`config.mk`:
```
export PLATFORM = sky130hd
export DESIGN_NAME = spi_word_master
export DESIGN_NICKNAME = d
export VERILOG_FILES = /design/src/rtl/spi_word_master.sv
export SDC_FILE = /design/constraint.sdc
export NUM_CORES = 1
export LEC_CHECK = 0
export BUFFER_PORTS_ARGS = -buffer_cell sky130_fd_sc_hd__buf_4
export CAP_MARGIN = 20
export CORE_ASPECT_RATIO = 0.9
export CORE_UTILIZATION = 55
export CTS_BUF_LIST = sky130_fd_sc_hd__clkbuf_8
export CTS_CLUSTER_SIZE = 20
export DETAILED_ROUTE_END_ITERATION = 8
export GPL_ROUTABILITY_DRIVEN = 0
export PLACE_DENSITY = 0.8
export SYNTH_ARGS = -nofsm -noshare
export SYNTH_HDL_FRONTEND = slang
export SYNTH_SLANG_ARGS = --single-unit
```
`constraint.sdc`:
```
create_clock -name clk -period 3.4 [get_ports clk]
set_input_delay 0.17 -clock clk [delete_from_list [all_inputs] [get_ports clk]]
set_output_delay 0.17 -clock clk [all_outputs]
set_load 0.005 [all_outputs]
```
`src/rtl/spi_word_master.sv`:
```
module spi_word_master #(
  parameter int ADDR_W = 5,
  parameter int DATA_W = 32
) (
  input  logic              clk,
  input  logic              rst_n,
  input  logic [ADDR_W-1:0] bus_addr,
  input  logic              bus_we,
  input  logic [DATA_W-1:0] bus_wdata,
  output logic [DATA_W-1:0] bus_rdata,
  output logic              sck,
  output logic              mosi,
  input  logic              miso,
  output logic              cs_n
);

  localparam int WORD_W = 16;
  localparam int HALF_W = 4;
  localparam int CNT_W  = $clog2(WORD_W);
  localparam logic [ADDR_W-1:0] OFS_CTRL  = ADDR_W'(5'h00);
  localparam logic [ADDR_W-1:0] OFS_CFG   = ADDR_W'(5'h04);
  localparam logic [ADDR_W-1:0] OFS_TX    = ADDR_W'(5'h08);
  localparam logic [ADDR_W-1:0] OFS_RX    = ADDR_W'(5'h0C);
  localparam logic [ADDR_W-1:0] OFS_CAUSE = ADDR_W'(5'h10);
  localparam logic [HALF_W-1:0] HALF_MIN  = HALF_W'(2);

  logic              sel_q, busy_q, wide_q, sck_q, flag_q;
  logic [5:0]        cfg_q;
  logic [HALF_W-1:0] half_q, hcnt_q, half_sel;
  logic [CNT_W-1:0]  bit_q;
  logic [WORD_W-1:0] tx_q, rx_sh_q, rx_q;
  logic              wr_ctrl, wr_cfg, wr_tx, wr_cause, launch, tick, last, done;

  assign wr_ctrl  = bus_we && bus_addr == OFS_CTRL;
  assign wr_cfg   = bus_we && bus_addr == OFS_CFG;
  assign wr_tx    = bus_we && bus_addr == OFS_TX;
  assign wr_cause = bus_we && bus_addr == OFS_CAUSE;
  assign launch   = wr_tx && !busy_q;
  assign half_sel = (cfg_q[3:0] < HALF_MIN) ? HALF_MIN : cfg_q[3:0];
  assign tick     = busy_q && (hcnt_q == half_q - HALF_W'(1));
  assign last     = bit_q == (wide_q ? CNT_W'(WORD_W - 1) : CNT_W'(WORD_W/2 - 1));
  assign done     = tick && sck_q && last;

  assign sck  = sck_q;
  assign mosi = busy_q & tx_q[WORD_W-1];
  assign cs_n = ~sel_q;

  always_ff @(posedge clk or negedge rst_n) begin
    if (!rst_n) begin
      sel_q   <= 1'b0;
      cfg_q   <= '0;
      busy_q  <= 1'b0;
      wide_q  <= 1'b0;
      half_q  <= HALF_MIN;
      hcnt_q  <= '0;
      bit_q   <= '0;
      sck_q   <= 1'b0;
      tx_q    <= '0;
      rx_sh_q <= '0;
    end else begin
      if (wr_ctrl) sel_q <= bus_wdata[0];
      if (wr_cfg)  cfg_q <= bus_wdata[5:0];
      if (launch) begin
        busy_q  <= 1'b1;
        wide_q  <= cfg_q[5];
        half_q  <= half_sel;
        hcnt_q  <= '0;
        bit_q   <= '0;
        sck_q   <= 1'b0;
        tx_q    <= cfg_q[5] ? bus_wdata[WORD_W-1:0] : {bus_wdata[7:0], 8'h00};
        rx_sh_q <= '0;
      end else if (busy_q) begin
        if (tick) begin
          hcnt_q <= '0;
          if (!sck_q) begin
            sck_q   <= 1'b1;
            rx_sh_q <= {rx_sh_q[WORD_W-2:0], miso};
          end else begin
            sck_q <= 1'b0;
            if (last) begin
              busy_q <= 1'b0;
            end else begin
              bit_q <= bit_q + CNT_W'(1);
              tx_q  <= {tx_q[WORD_W-2:0], 1'b0};
            end
          end
        end else begin
          hcnt_q <= hcnt_q + HALF_W'(1);
        end
      end
    end
  end

  always_ff @(posedge clk or negedge rst_n) begin
    if (!rst_n) begin
      rx_q   <= '0;
      flag_q <= 1'b0;
    end else begin
      if (done) rx_q <= wide_q ? rx_sh_q : {8'h00, rx_sh_q[7:0]};
      if (done) flag_q <= 1'b1;
      else if (wr_cause && !bus_wdata[0]) flag_q <= 1'b0;
    end
  end

  always_comb begin
    bus_rdata = '0;
    case (bus_addr)
      OFS_CTRL:  bus_rdata[1:0] = {busy_q, sel_q};
      OFS_CFG:   bus_rdata[5:0] = cfg_q;
      OFS_RX:    bus_rdata[WORD_W-1:0] = rx_q;
      OFS_CAUSE: bus_rdata[0] = flag_q;
      default:   bus_rdata = '0;
    endcase
  end


  sck_idle_chk: assert property (@(posedge clk) disable iff (!rst_n)
    !busy_q |-> !sck_q);


  sck_min_half_chk: assert property (@(posedge clk) disable iff (!rst_n)
    (busy_q && $past(busy_q) && sck_q != $past(sck_q)) |=> (sck_q == $past(sck_q)));


  mosi_edge_chk: assert property (@(posedge clk) disable iff (!rst_n)
    (busy_q && $past(busy_q) && mosi != $past(mosi)) |-> (!sck_q && $past(sck_q)));


  rx_hold_chk: assert property (@(posedge clk) disable iff (!rst_n)
    !$fell(busy_q) |-> $stable(rx_q));


  flag_on_done_chk: assert property (@(posedge clk) disable iff (!rst_n)
    $fell(busy_q) |-> flag_q);


  no_relaunch_chk: assert property (@(posedge clk) disable iff (!rst_n)
    (busy_q && wr_tx && !done) |=> (busy_q && bit_q >= $past(bit_q)));

endmodule

```
# == Word-level counts from Yosys, hierarchy flattened ==
# Index checks and enable logic that the tools add are counted.
# classes
addsub,3
multipliers,0
div,0
magnitude_cmp,1
eq_ne,8
shifts,0
muxes,36
bitwise_logic,2
n_reduce_logical,19
# op_table
op,count
two-way mux 16 bit,11
two-way mux 4 bit,10
two-way mux 1 bit,11
"equality test 5 x 4 -> 1 bit, second input constant",2
two-way mux 10 bit,1
logical AND 1 bit,9
"adder 4 x 1 -> 4 bit, second input constant",2
equality test 4 bit,2
case mux 4 bit (2 select lines),1
nonzero test 2 bit,4
"equality test 5 x 3 -> 1 bit, second input constant",1
"equality test 5 bit, second input constant",1
logical NOT 5 bit,1
"less-than comparator 4 x 2 -> 1 bit, second input constant",1
case mux 1 bit (4 select lines),1
AND reduction 4 bit,1
"subtractor 4 x 1 -> 4 bit, second input constant",1
case mux 1 bit (3 select lines),1
AND reduction 3 bit,1
logical NOT 1 bit,2
"!= test 2 x 1 -> 1 bit, second input constant",1
"!= test 2 bit, second input constant",1
AND reduction 2 bit,1
bitwise AND 1 bit,1
inverter 1 bit,1
# totals
reg_bits,71
latchBits,0
mem_bits_rw,0
rom_bits,0
out_inout_bits,35
wordCells,81
memories,0

# == Depth between registers and ports, before layout ==
# Gate-level depths: netlist of the first run.
# depth
depth_word,7
mapped_depth,9
mapped_depth_nobuf,7

# == Worst setup path after synthesis of the first run ==
# Ideal clock, no wire load.
# synth_timing
path_kind,register to register
startpoint,register half_q[1]
endpoint,register bit_q[1]
arrival_ps,2060
t_required_ps,3269
slack_ps,1209
stages_incl_launch_ff,10
path_buffers,2
path_cell_list,dfstp_2 inv_1 ha_1 xor3_2 a311o_1 nor3_2 buf_6 buf_12 mux2i_1 nor2_1
# synth_between
elab_chain_cells,5
# synth_rtl
element,line_no,rtl
"start, declared",29,"logic [HALF_W-1:0] half_q, hcnt_q, half_sel;"
"start signal, assigned",66,half_q <= half_sel;
subtractor 4 x 1 -> 4 bit,40,assign tick = busy_q && (hcnt_q == half_q - HALF_W'(1));
equality test 4 bit,40,
logical AND 1 bit,40,
nonzero test 2 bit (no source line),-,
AND reduction 4 bit (no source line),-,
"end signal, assigned",83,bit_q <= bit_q + CNT_W'(1);
"end, declared",30,logic [CNT_W-1:0] bit_q;
# No other way between the ends.
# A chain may end at the register's enable or synchronous reset.

# == Worst setup path after layout of the first run ==
# layout_timing
startpoint,register half_q[1]
endpoint,register rx_q[8]
# layout_between
elab_chain_cells,5
# layout_rtl
element,line_no,rtl
subtractor 4 x 1 -> 4 bit,40,
equality test 4 bit,40,
logical AND 1 bit,40,
logical AND 1 bit (2 in series),42,assign done = tick && sck_q && last;
"end signal, assigned",99,"if (done) rx_q <= wide_q ? rx_sh_q : {8'h00, rx_sh_q[7:0]};"
"end, declared",31,"logic [WORD_W-1:0] tx_q, rx_sh_q, rx_q;"
# No other way between the ends.

==> summary.md, run 1 <==
| Metric | Value |
|---|---|
| Gate Count Post-Synth | `~350` |
| Async SR Flop Fraction | `between 90% and 100%` |
| CTS sink cnt | `slightly above 70` |
| Most common cell in the netlist | `nand2_1` |
| Yosys reg bits | `71` |
| Fmax | `397 MHz` |
| Die width | `86.8 um` |
| H-tree lvl count | `3` |
| Gr ovfl total | `0` |
| Mean Syn Cell Area | `10.1 um2` |
| Post-DRT Antenna Nets | `0` |
| Die Area | `6790 um2` |
| Slowest CP cell | `dfstp_2` |
| Post-Route WL | `6850 um` |
| # nets final | `435` |
| Post-synth EDFFs | `0` |
| Crit-path max FO | `14` |
| Antenna diodes | `0` |
| Postcts setup bufs | `0` |
| Synth top area share | `approximately half` |
| Placed cells | `between 400 and 500` |
| Critical path buffers and inverters | `2` |
| CTS Buffer Depth | `2` |
| DRT Pass-1 Iters | `4` |
| Layout area overhead | `15.0%` |
| Gr usage total | `a little under a quarter` |
| Critical path arrival | `2.75 ns` |
| Static Leak | `a little under 2 nW` |
| Slew @ Worst Pin | `0.906 ns` |
| Layout cell share with drive strength beyond 1 | `21.8%` |
| Die Y | `just under 80 um` |
| Boundary Pins | `76` |
| Crit path largest cell delay | `between 0.5 and 0.6 ns` |
| Post-Syn Area | `~3600 um2` |
| DR iter-0 viols | `117` |
| DP HPWL | `4550 um` |
| # DRC | `0` |
| Initial antenna violation count | `0` |
| Synth area leaders | `dfrtp_1, nand2_1, mux2i_1` |
| Max IR drop VDD | `a little over 0.0004 V` |
| Clock Tree Root | `clkbuf_8` |
| RSZ-0062 raised after global routing | `no` |
| Crit. End Element | `flip-flop` |
| Fin area | `4090 um2` |
| Slew HR | `39.6%` |
| Row count | `27` |
| Core area | `slightly above 6000 um2` |
| Distinct cells, synth | `between 40 and 50` |
| Hold Crit Class | `input port to flip-flop` |
| Kind of critical path | `flip-flop to flip-flop` |
| Num CTS Buffers | `9` |
| Sequential share of the synthesized area | `50.0%` |
| Most frequent cells after synthesis | `nand2_1, dfrtp_1, o21ai_0, mux2i_1, buf_4` |
| Fin Setup TNS | `0 ns` |
| Final min period | `2.52 ns` |
| Vias in the first global route | `between 2000 and 2500` |
| CTS tree | `done` |
| Worst hold slack | `between 0.04 and 0.05 ns` |
| Critical path, cell by cell | `inv_1 -> ha_1 -> xor2_1 -> nand3_1 -> nor3_2 -> nand3_2 -> buf_4 -> mux2i_1` |
| Status | `finished, final reports clean` |
| Crit path launch type | `flip-flop` |
| Post-route insts no fill | `482` |
| Synth area leader | `dfrtp_1` |
| YS warnings | `0` |
| Final hold vios | `0` |
| Via density | `roughly 5.3` |
| Largest net degree at the start of global routing | `72` |
| FILL cells | `around 490` |
| DR WL/cell | `between 10 and 15 um` |
| Final Cycle Share | `roughly three quarters` |
| Initial Util | `57.5%` |
| First-pass GRT wire length | `between 10000 and 15000 um` |
| # setup viols final | `0` |
| Top_reg_cell synth | `dfrtp_1` |
| Power per cell area | `roughly 640 nW/um2` |
| Post-layout worst setup margin | `just under 0.9 ns` |
| Final Skew | `around 0.0078 ns` |
| Clk pin slew, worst setup/hold paths | `roughly 0.07 ns` |
| Pre-CTS WS | `around 0.86 ns` |
| Total number of vias | `~2600` |
| Critical Path RT | `around 3.6 ns` |
| Crit path max-delay family | `simple AND/OR/NAND/NOR gates` |
| Max-capacitance violation count | `0` |
| Placed inst area | `roughly 3900 um2` |
| PortBufs | `43` |
| Worst-Skew Late Latency | `between 0.3 and 0.4 ns` |
| Fin. max-slew vios | `0` |
## cell type report
type / instances / area [um2] / area share, %
repair buffers: 49 / 370 / 9.06
well taps: 87 / 109 / 2.66
inverters: 12 / 45.0 / 1.10
flip-flops and latches: 71 / 1780 / 43.5
clock inverters: 6 / 86.3 / 2.11
multi-input cells: 248 / 1580 / 38.6
clock buffers: 9 / 124 / 3.03
## kinds of logic (layout without fill, tap and decap cells)
logic type | count (synthesis) | in the layout | share of synthesized area (%)
buffers and inverters | 47 | 76 | 7.67
adder cells (fa/ha/maj) | 3 | 3 | 1.06
other | 1 | 16 | 0.105
flip-flops | 71 | 71 | 50.0
multiplexers | 44 | 44 | 13.1
AND/OR/NAND/NOR | 126 | 126 | 16.6
XOR/XNOR | 7 | 7 | 2.18
AO/OA/AOI/OAI | 52 | 52 | 9.32
## metal layers
| layer | part of all wire, % | global-route usage, % | vias to the layer above |
|---|---|---|---|
| li1 | - | - | 1247 |
| met1 | 44 | 30.4 | 1238 |
| met2 | 49 | 36.0 | 79 |
| met3 | 5.3 | 5.57 | 12 |
| met4 | 1.6 | 8.83 | 0 |
| met5 | 0 | 0 | - |
## path summary, 6_finish.rpt
| kind | slack [ns] | start | depth (start not counted) | to |
|---|---|---|---|---|
| worst max-delay path | 0.88 | half_q[1] | 8 | rx_q[8] |
| max in group asynchronous | 2.31 | rst_n | 2 | tx_q[1] |
| worst max register to register | 0.88 | half_q[1] | 8 | rx_q[8] |
| worst min register to register | 0.49 | tx_q[12] | 2 | tx_q[13] |
| min in group asynchronous | 0.48 | rst_n | 2 | bit_q[2] |
| worst min-delay path | 0.05 | miso | 3 | rx_sh_q[0] |
## power by group
group          internal (mW)  switching (mW)  total [mW]  leakage (nW)
Clock                  0.407           0.313       0.720         0.105
Combinational          0.283           0.297       0.580         0.947
Sequential              1.10           0.217        1.31         0.897
Total                   1.79           0.828        2.61          1.95
## state kept, by name, summed over array words and instances, names as in the netlist, 4 cells and up
register	flops
rx_q	16
rx_sh_q	16
tx_q	16
cfg_q	6
bit_q	4
half_q	4
hcnt_q	4
## worst reg2reg max path: cells and delay by family (launching register included)
kind,cells,cell delay [ns]
buffers and inverters,2,0.38
adder cells (fa/ha/maj),1,0.28
flip-flops,1,0.53
XOR/XNOR,1,0.14
AND/OR/NAND/NOR,3,0.96
multiplexers,1,0.12
## placed cells by master (no fill, tap or decap), drive strengths merged, types with 8 or more instances in the layout
master,count
nor2,8
inv,12
o21ai,30
buf,48
mux2,16
mux2i,28
clkbuf,9
dfrtp,70
and2,11
o221ai,8
nand2,77
nand3,12
conb,16
## timing repair
action / in CTS / in global routing
hold endpoints to repair: 70 / 0
hold buffers: 1 / 0
resized for setup: 0 / 0
## stage by stage
stage | util (%) | total power [mW]
2_1_floorplan | - | 1.71
3_3_place_gp | 62.6 | 1.86
3_5_place_dp | 62.6 | 1.90
4_1_cts | 66.1 | 2.63
5_1_grt | 66.1 | 2.78
6_report | 66.1 | 2.61
Power figures use the tool's default switching activity.
==> run 2, diff against run 1 <==
--- a/config.mk
+++ b/config.mk
@@ -5,6 +5,7 @@
 export SDC_FILE = /design/constraint.sdc
 export NUM_CORES = 1
 export LEC_CHECK = 0
+export ABC_AREA = 1
 export BUFFER_PORTS_ARGS = -buffer_cell sky130_fd_sc_hd__buf_4
 export CAP_MARGIN = 20
 export CORE_ASPECT_RATIO = 0.9
==> constraint.sdc (replaced) <==
create_clock -name clk -period 2.5 [get_ports clk]
set_input_delay 0.125 -clock clk [delete_from_list [all_inputs] [get_ports clk]]
set_output_delay 0.125 -clock clk [all_outputs]
set_load 0.005 [all_outputs]
==> summary.md, run 2 <==
| Metric | Value |
|---|---|
| CTS Buffer Depth | `2` |
| XOR/XNOR share of the synthesized area | `around 1.4%` |
| Post-Route WL | `around 8000 um` |
| Total number of vias | `around 3200` |
| Clock Tree Root | `clkbuf_8` |
| Crit. End Element | `flip-flop` |
| Fmax | `around 470 MHz` |
| PortBufs | `between 40 and 50` |
| Hold Crit Class | `input port to flip-flop` |
| Top_reg_cell synth | `dfrtp_1` |
| Post-synth EDFFs | `0` |
| # nets final | `~570` |
| Synth area leader | `dfrtp_1` |
| DRT Pass-1 Iters | `4` |
| Crit path max-delay family | `simple AND/OR/NAND/NOR gates` |
| Distinct cells, synth | `36` |
| # DRC | `0` |
| Postcts setup bufs | `0` |
| DR iter-0 viols | `between 200 and 250` |
| Gr ovfl total | `0` |
| Vias in the first global route | `about 2900` |
| Layout area overhead | `13.5%` |
| Fin Setup TNS | `0 ns` |
| Kind of critical path | `flip-flop to flip-flop` |
| Status | `finished, final reports clean` |
| Mean Syn Cell Area | `7.81 um2` |
| Synth top area share | `a little under half` |
| Total power | `~3.5 mW` |
| Most frequent cells after synthesis | `nand2_1, dfrtp_1, nand3_1, nor2_1, inv_1` |
| Static Leak | `2.37 nW` |
| Synth area leaders | `dfrtp_1, nand2_1, nand3_1` |
| YS warnings | `0` |
| Most common cell in the netlist | `nand2_1` |
| Commonest non-fill, non-tap cells in the layout | `nand2_1, dfrtp_1, nand3_1` |
| Final core utilization | `approximately two thirds` |
| Gate Count Post-Synth | `490` |
| Simple-gate area share of the yosys netlist | `approximately 34%` |
| CTS tree | `done` |
| Antenna diodes | `0` |
| DR WL/cell | `~13 um` |
| First-pass GRT wire length | `13600 um` |
| Row count | `28` |
| Power per cell area | `815 nW/um2` |
| Critical path, cell by cell | `inv_1 -> ha_1 -> nand2_1 -> inv_1 -> nor2_1 -> nand2_1 -> nor2_1 -> nand2_1 -> nand2_4 -> nand2_2 -> nand2_1 -> nand2_1` |
| Most common cell after layout, fill and taps aside | `nand2_1` |
| Num CTS Buffers | `9` |
| Core area | `~6700 um2` |
| Crit path largest cell delay | `~0.53 ns` |
| Crit-path max FO | `20` |
| Largest family of logic cells by synthesized area | `simple AND/OR/NAND/NOR gates` |
| Worst-Skew Late Latency | `around 0.35 ns` |
| Die Y | `81.1 um` |
| DP HPWL | `around 5600 um` |
| Crit-path most repeated cell | `nand2_1` |
| Initial Util | `around 57%` |
| Slew HR | `40.9%` |
| Fin. max-slew vios | `0` |
| Gr usage total | `approximately 24%` |
| # setup viols final | `0` |
| Via density | `5.16` |
| Final Skew | `0.00863 ns` |
| Sequential share of the synthesized area | `a little under half` |
| Max IR drop VDD | `just under 0.0005 V` |
| Async SR Flop Fraction | `100%` |
| Largest net degree at the start of global routing | `72` |
| Critical Path RT | `roughly 2.7 ns` |
| Critical path buffers and inverters | `2` |
| Crit path launch type | `flip-flop` |
| Die Area | `approximately 7300 um2` |
| Clk pin slew, worst setup/hold paths | `about 0.070 ns` |
| Final hold vios | `0` |
| Post-Syn Area | `between 3000 and 4000 um2` |
| Slew @ Worst Pin | `about 0.89 ns` |
| Post-DRT Antenna Nets | `0` |
| Initial antenna violation count | `0` |
| H-tree lvl count | `3` |
| RSZ-0062 raised after global routing | `no` |
| Yosys reg bits | `just over 70` |
| Slowest CP cell | `dfstp_2` |
| Synth Area in Adders | `0.981%` |
| Mux cell area share after synthesis | `roughly 1.8%` |
| Placed inst area | `a little over 4000 um2` |
| Synth Area in Compound Gates | `between 4 and 5%` |
| Die width | `~90 um` |
| Reg2reg setup slack | `around 0.37 ns` |
| Layout cell share with drive strength beyond 1 | `~15%` |
| Final Cycle Share | `a little under nine tenths` |
| Largest registers | `rx_q (16), rx_sh_q (16), tx_q (16)` |
| Final min period | `roughly 2.1 ns` |
| Boundary Pins | `76` |
| Max-capacitance violation count | `0` |
| Critical path arrival | `around 2.4 ns` |
| Fin area | `4340 um2` |
| CTS sink cnt | `71` |
-- run 2: cell count changes in the layout (fill, tap and decap cells not counted), moves of 7 or more --
cell | before | now
mux2i_1 | 28 | 7
nor2_1 | 8 | 35
inv_1 | 12 | 35
nand2_1 | 77 | 173
o21ai_0 | 30 | 17
nand4_1 | 1 | 9
nand3b_1 | 1 | 8
nand3_1 | 11 | 56
and2_1 | 11 | 0
mux2_2 | 15 | 0
o221ai_1 | 8 | 0
-- run 2: what timing repair did --
item / in CTS / in global routing
gates resized for setup: 0 / 1
endpoints found under the hold margin: 72 / 0
setup endpoints to repair: 0 / 20
hold buffers: 3 / 0
-- run 2: kinds of logic after synthesis --
| group | count (synthesis) |
|---|---|
| xor gates and xnor gates | 6 |
| buffers and inverters | 77 |
| muxes | 7 |
| other | 1 |
| DFF | 71 |
| adders and majority gates | 3 |
| AOI/OAI and AO/OA | 30 |
| and+or+nand+nor | 295 |
-- run 2: final cells by class --
class / instances / area (um2)
Tap cell: 90 / 113
Clock inverter: 5 / 72.6
Fill cell: 556 / 2310
Multi-Input combinational cell: 357 / 1690
Sequential cell: 71 / 1780
Clock buffer: 11 / 151
Inverter: 40 / 153
Timing Repair Buffer: 50 / 383
-- run 2: worst paths after layout --
check                      depth (start not counted)       from  endpoint
min in group asynchronous                          2      rst_n  tx_q[14]
setup reg to reg                                  12  half_q[1]   tx_q[4]
setup / recovery                                  12  half_q[1]   tx_q[4]
hold / removal                                     2     bus_we     sel_q
max in group asynchronous                          2      rst_n  cfg_q[2]
hold reg to reg                                    2   rx_q[12]  rx_q[12]
-- run 2: report_power, final --
part           switching [mW]  internal, mW  total, mW
registers               0.214          1.33       1.55
clock network           0.410         0.608       1.02
logic                   0.628         0.347      0.975
total                    1.25          2.29       3.54
-- run 2: metal layers --
metal / vias up / track usage (%) / wire, um
met1: 1507 / 33.7 / 3970
li1: 1601 / - / -
met3: 15 / 6.46 / 416
met4: 0 / 8.87 / 137
met5: - / 0 / 0
met2: 96 / 36.4 / 3620
-- run 2: worst reg2reg max path, delay by kind of cell, from the launching register on --
family	cells	cell delay, ns
AND/OR/NAND/NOR	9	1.11
flip-flops	1	0.53
adder cells (fa/ha/maj)	1	0.29
buffers and inverters	2	0.09
-- run 2: metrics by stage --
step / hold slack (ns) / worst slack (ns) / std cells
5_1_grt: 0.0165 / 0.167 / 624
6_report: 0.0265 / 0.371 / 624
3_5_place_dp: 0.304 / 0.183 / 605
4_1_cts: 0.0154 / 0.151 / 624
2_1_floorplan: -0.171 / 0.664 / 505
3_3_place_gp: 0.304 / 0.227 / 605
==> run 3, diff against run 2 <==
--- a/config.mk
+++ b/config.mk
@@ -9,12 +9,12 @@
 export BUFFER_PORTS_ARGS = -buffer_cell sky130_fd_sc_hd__buf_4
 export CAP_MARGIN = 20
 export CORE_ASPECT_RATIO = 0.9
-export CORE_UTILIZATION = 55
+export CORE_UTILIZATION = 52
 export CTS_BUF_LIST = sky130_fd_sc_hd__clkbuf_8
 export CTS_CLUSTER_SIZE = 20
 export DETAILED_ROUTE_END_ITERATION = 8
 export GPL_ROUTABILITY_DRIVEN = 0
-export PLACE_DENSITY = 0.8
+export PLACE_DENSITY = 0.79
 export SYNTH_ARGS = -nofsm -noshare
 export SYNTH_HDL_FRONTEND = slang
 export SYNTH_SLANG_ARGS = --single-unit
==> constraint.sdc (replaced) <==
create_clock -name clk -period 1.83 [get_ports clk]
set_input_delay 0.0915 -clock clk [delete_from_list [all_inputs] [get_ports clk]]
set_output_delay 0.0915 -clock clk [all_outputs]
set_load 0.005 [all_outputs]
==> summary.md, run 3 (synthesized netlist as in run 2, its figures left out) <==
| Metric | Value |
|---|---|
| RSZ-0062 raised after global routing | `yes` |
| Fin area | `roughly 4900 um2` |
| Reg2Reg Depth | `13` |
| Boundary Pins | `76` |
| Post-route insts no fill | `around 650` |
| Fin. max-slew vios | `0` |
| Max IR drop VDD | `about 0.00071 V` |
| # DRC | `0` |
| First-pass GRT wire length | `about 16000 um` |
| Worst hold slack | `about 0.016 ns` |
| Critical path, cell by cell | `inv_2 -> ha_4 -> nor2_1 -> nor2_2 -> nand2_1 -> nor2_2 -> nand2_2 -> nand2_4 -> buf_6 -> nand2_8 -> clkbuf_16 -> nand2_2 -> nand2_1` |
| Most common cell after layout, fill and taps aside | `nand2_1` |
| FILL cells | `506` |
| Die Area | `~7700 um2` |
| Post-layout worst setup margin | `-0.114 ns` |
| Final hold vios | `0` |
| Final min period | `roughly 2 ns` |
| Row count | `29` |
| Commonest non-fill, non-tap cells in the layout | `nand2_1, dfrtp_1, buf_4` |
| Vias in the first global route | `3386` |
| Power per cell area | `between 1000 and 1500 nW/um2` |
| DP HPWL | `roughly 6000 um` |
| Layout cell share with drive strength beyond 1 | `25.9%` |
| CTS tree | `done` |
| DRT Pass-1 Iters | `6` |
| Hold path cells | `3` |
| Total power | `approximately 5.7 mW` |
| Clock Tree Root | `clkbuf_8` |
| Crit path largest cell delay | `between 0.5 and 0.6 ns` |
| Final Skew | `roughly 0.013 ns` |
| CTS Buffer Depth | `2` |
| Critical path buffers and inverters | `3` |
| Clk pin slew, worst setup/hold paths | `roughly 0.070 ns` |
| Die Y | `around 83 um` |
| Layout area overhead | `29.0%` |
| Multi-input logic area | `around 1900 um2` |
| Total number of vias | `around 3600` |
| Critical path arrival | `about 2.2 ns` |
| Core area | `7080 um2` |
| Critical Path RT | `roughly 2 ns` |
| Crit. End Element | `flip-flop` |
| Pre-CTS WS | `-0.0848 ns` |
| Status | `complete, but fails checks` |
| DR iter-0 viols | `around 330` |
| DR WL/cell | `approximately 15 um` |
| Num CTS Buffers | `9` |
| # setup viols final | `between 40 and 50` |
| Critical path startpoint | `half_q[1]` |
| CP Depth | `13` |
| Gr ovfl total | `0` |
| Crit Reg-Reg Endpoint | `tx_q[7]` |
| RR Startpoint | `half_q[1]` |
| Die width | `between 90 and 100 um` |
| Failing checks | `negative setup slack` |
| Largest registers | `rx_q (16), rx_sh_q (16), tx_q (16)` |
| Worst-Skew Late Latency | `around 0.36 ns` |
| H-tree lvl count | `3` |
| Placed inst area | `4210 um2` |
| Crit path launch type | `flip-flop` |
| Kind of critical path | `flip-flop to flip-flop` |
| Static Leak | `~2.6 nW` |
| Gr usage total | `26.1%` |
| Initial antenna violation count | `0` |
| PortBufs | `between 40 and 50` |
| Max-capacitance violation count | `0` |
| Reg2reg setup slack | `-0.11 ns` |
| Crit path to | `tx_q[7]` |
| # nets final | `600` |
| Final core utilization | `69.8%` |
| Post-Route WL | `slightly below 10000 um` |
| Fmax | `slightly above 500 MHz` |
| Post-DRT Antenna Nets | `0` |
| Initial Util | `54.1%` |
| Antenna diodes | `0` |
| Final Cycle Share | `106%` |
| Crit-path max FO | `5` |
| FF/Latch Area | `between 1500 and 2000 um2` |
| Slowest CP cell | `dfstp_2` |
| Placed cells | `approximately 620` |
| Fin Setup TNS | `-1.78 ns` |
| Via density | `about 5.4` |
| Largest net degree at the start of global routing | `40` |
| CTS sink cnt | `just over 70` |
| Hold Crit Class | `input port to flip-flop` |
| Crit path max-delay family | `simple AND/OR/NAND/NOR gates` |
[run 3: worst min path at each step]
stage | from | to | slack [ns]
6_report | bus_wdata[4] | cfg_q[4] | 0.02
5_1_grt | bus_wdata[3] | cfg_q[3] | 0.02
4_1_cts | bus_wdata[4] | cfg_q[4] | 0.02
3_5_place_dp | rst_n | bit_q[0] | 0.06
3_3_place_gp | rst_n | bit_q[1] | 0.06
2_1_floorplan | rst_n | bit_q[0] | -0.20
[run 3: per-layer routing]
layer / global-route usage, % / vias up / wire length, um
met5: 0 / - / 0
met4: 9.52 / 0 / 386
met3: 4.85 / 46 / 623
met2: 40.5 / 166 / 4700
met1: 36.5 / 1684 / 4230
li1: - / 1662 / -
[run 3: final cells by class]
type                            count  share of cell area, %
Sequential cell                    71                   36.0
Multi-Input combinational cell    358                   37.8
Timing Repair Buffer               76                   15.1
Tap cell                           93                   2.36
Clock inverter                      5                   2.61
Inverter                           40                   3.35
Clock buffer                       10                   2.79
[run 3: what timing repair did]
item,4_1_cts,5_1_grt
endpoints found under the setup margin,54,58
gates cloned,3,2
buffers inserted,8,2
resized for setup,22,38
pin swaps,8,19
hold endpoints to repair,35,0
hold buffers,4,0
[run 3: worst register-to-register path: cells and delay by family, from the launching register on]
kind | cells | cell delay [ns]
and+or+nand+nor | 9 | 0.67
DFF | 1 | 0.54
buffers and inverters | 3 | 0.35
adders and majority gates | 1 | 0.26
[run 3: power by group]
group / switching [mW] / total (mW) / internal, mW / leakage [nW]
Clock: 0.604 / 1.68 / 1.08 / 0.133
Sequential: 0.278 / 2.10 / 1.82 / 0.929
Combinational: 1.15 / 1.94 / 0.787 / 1.50
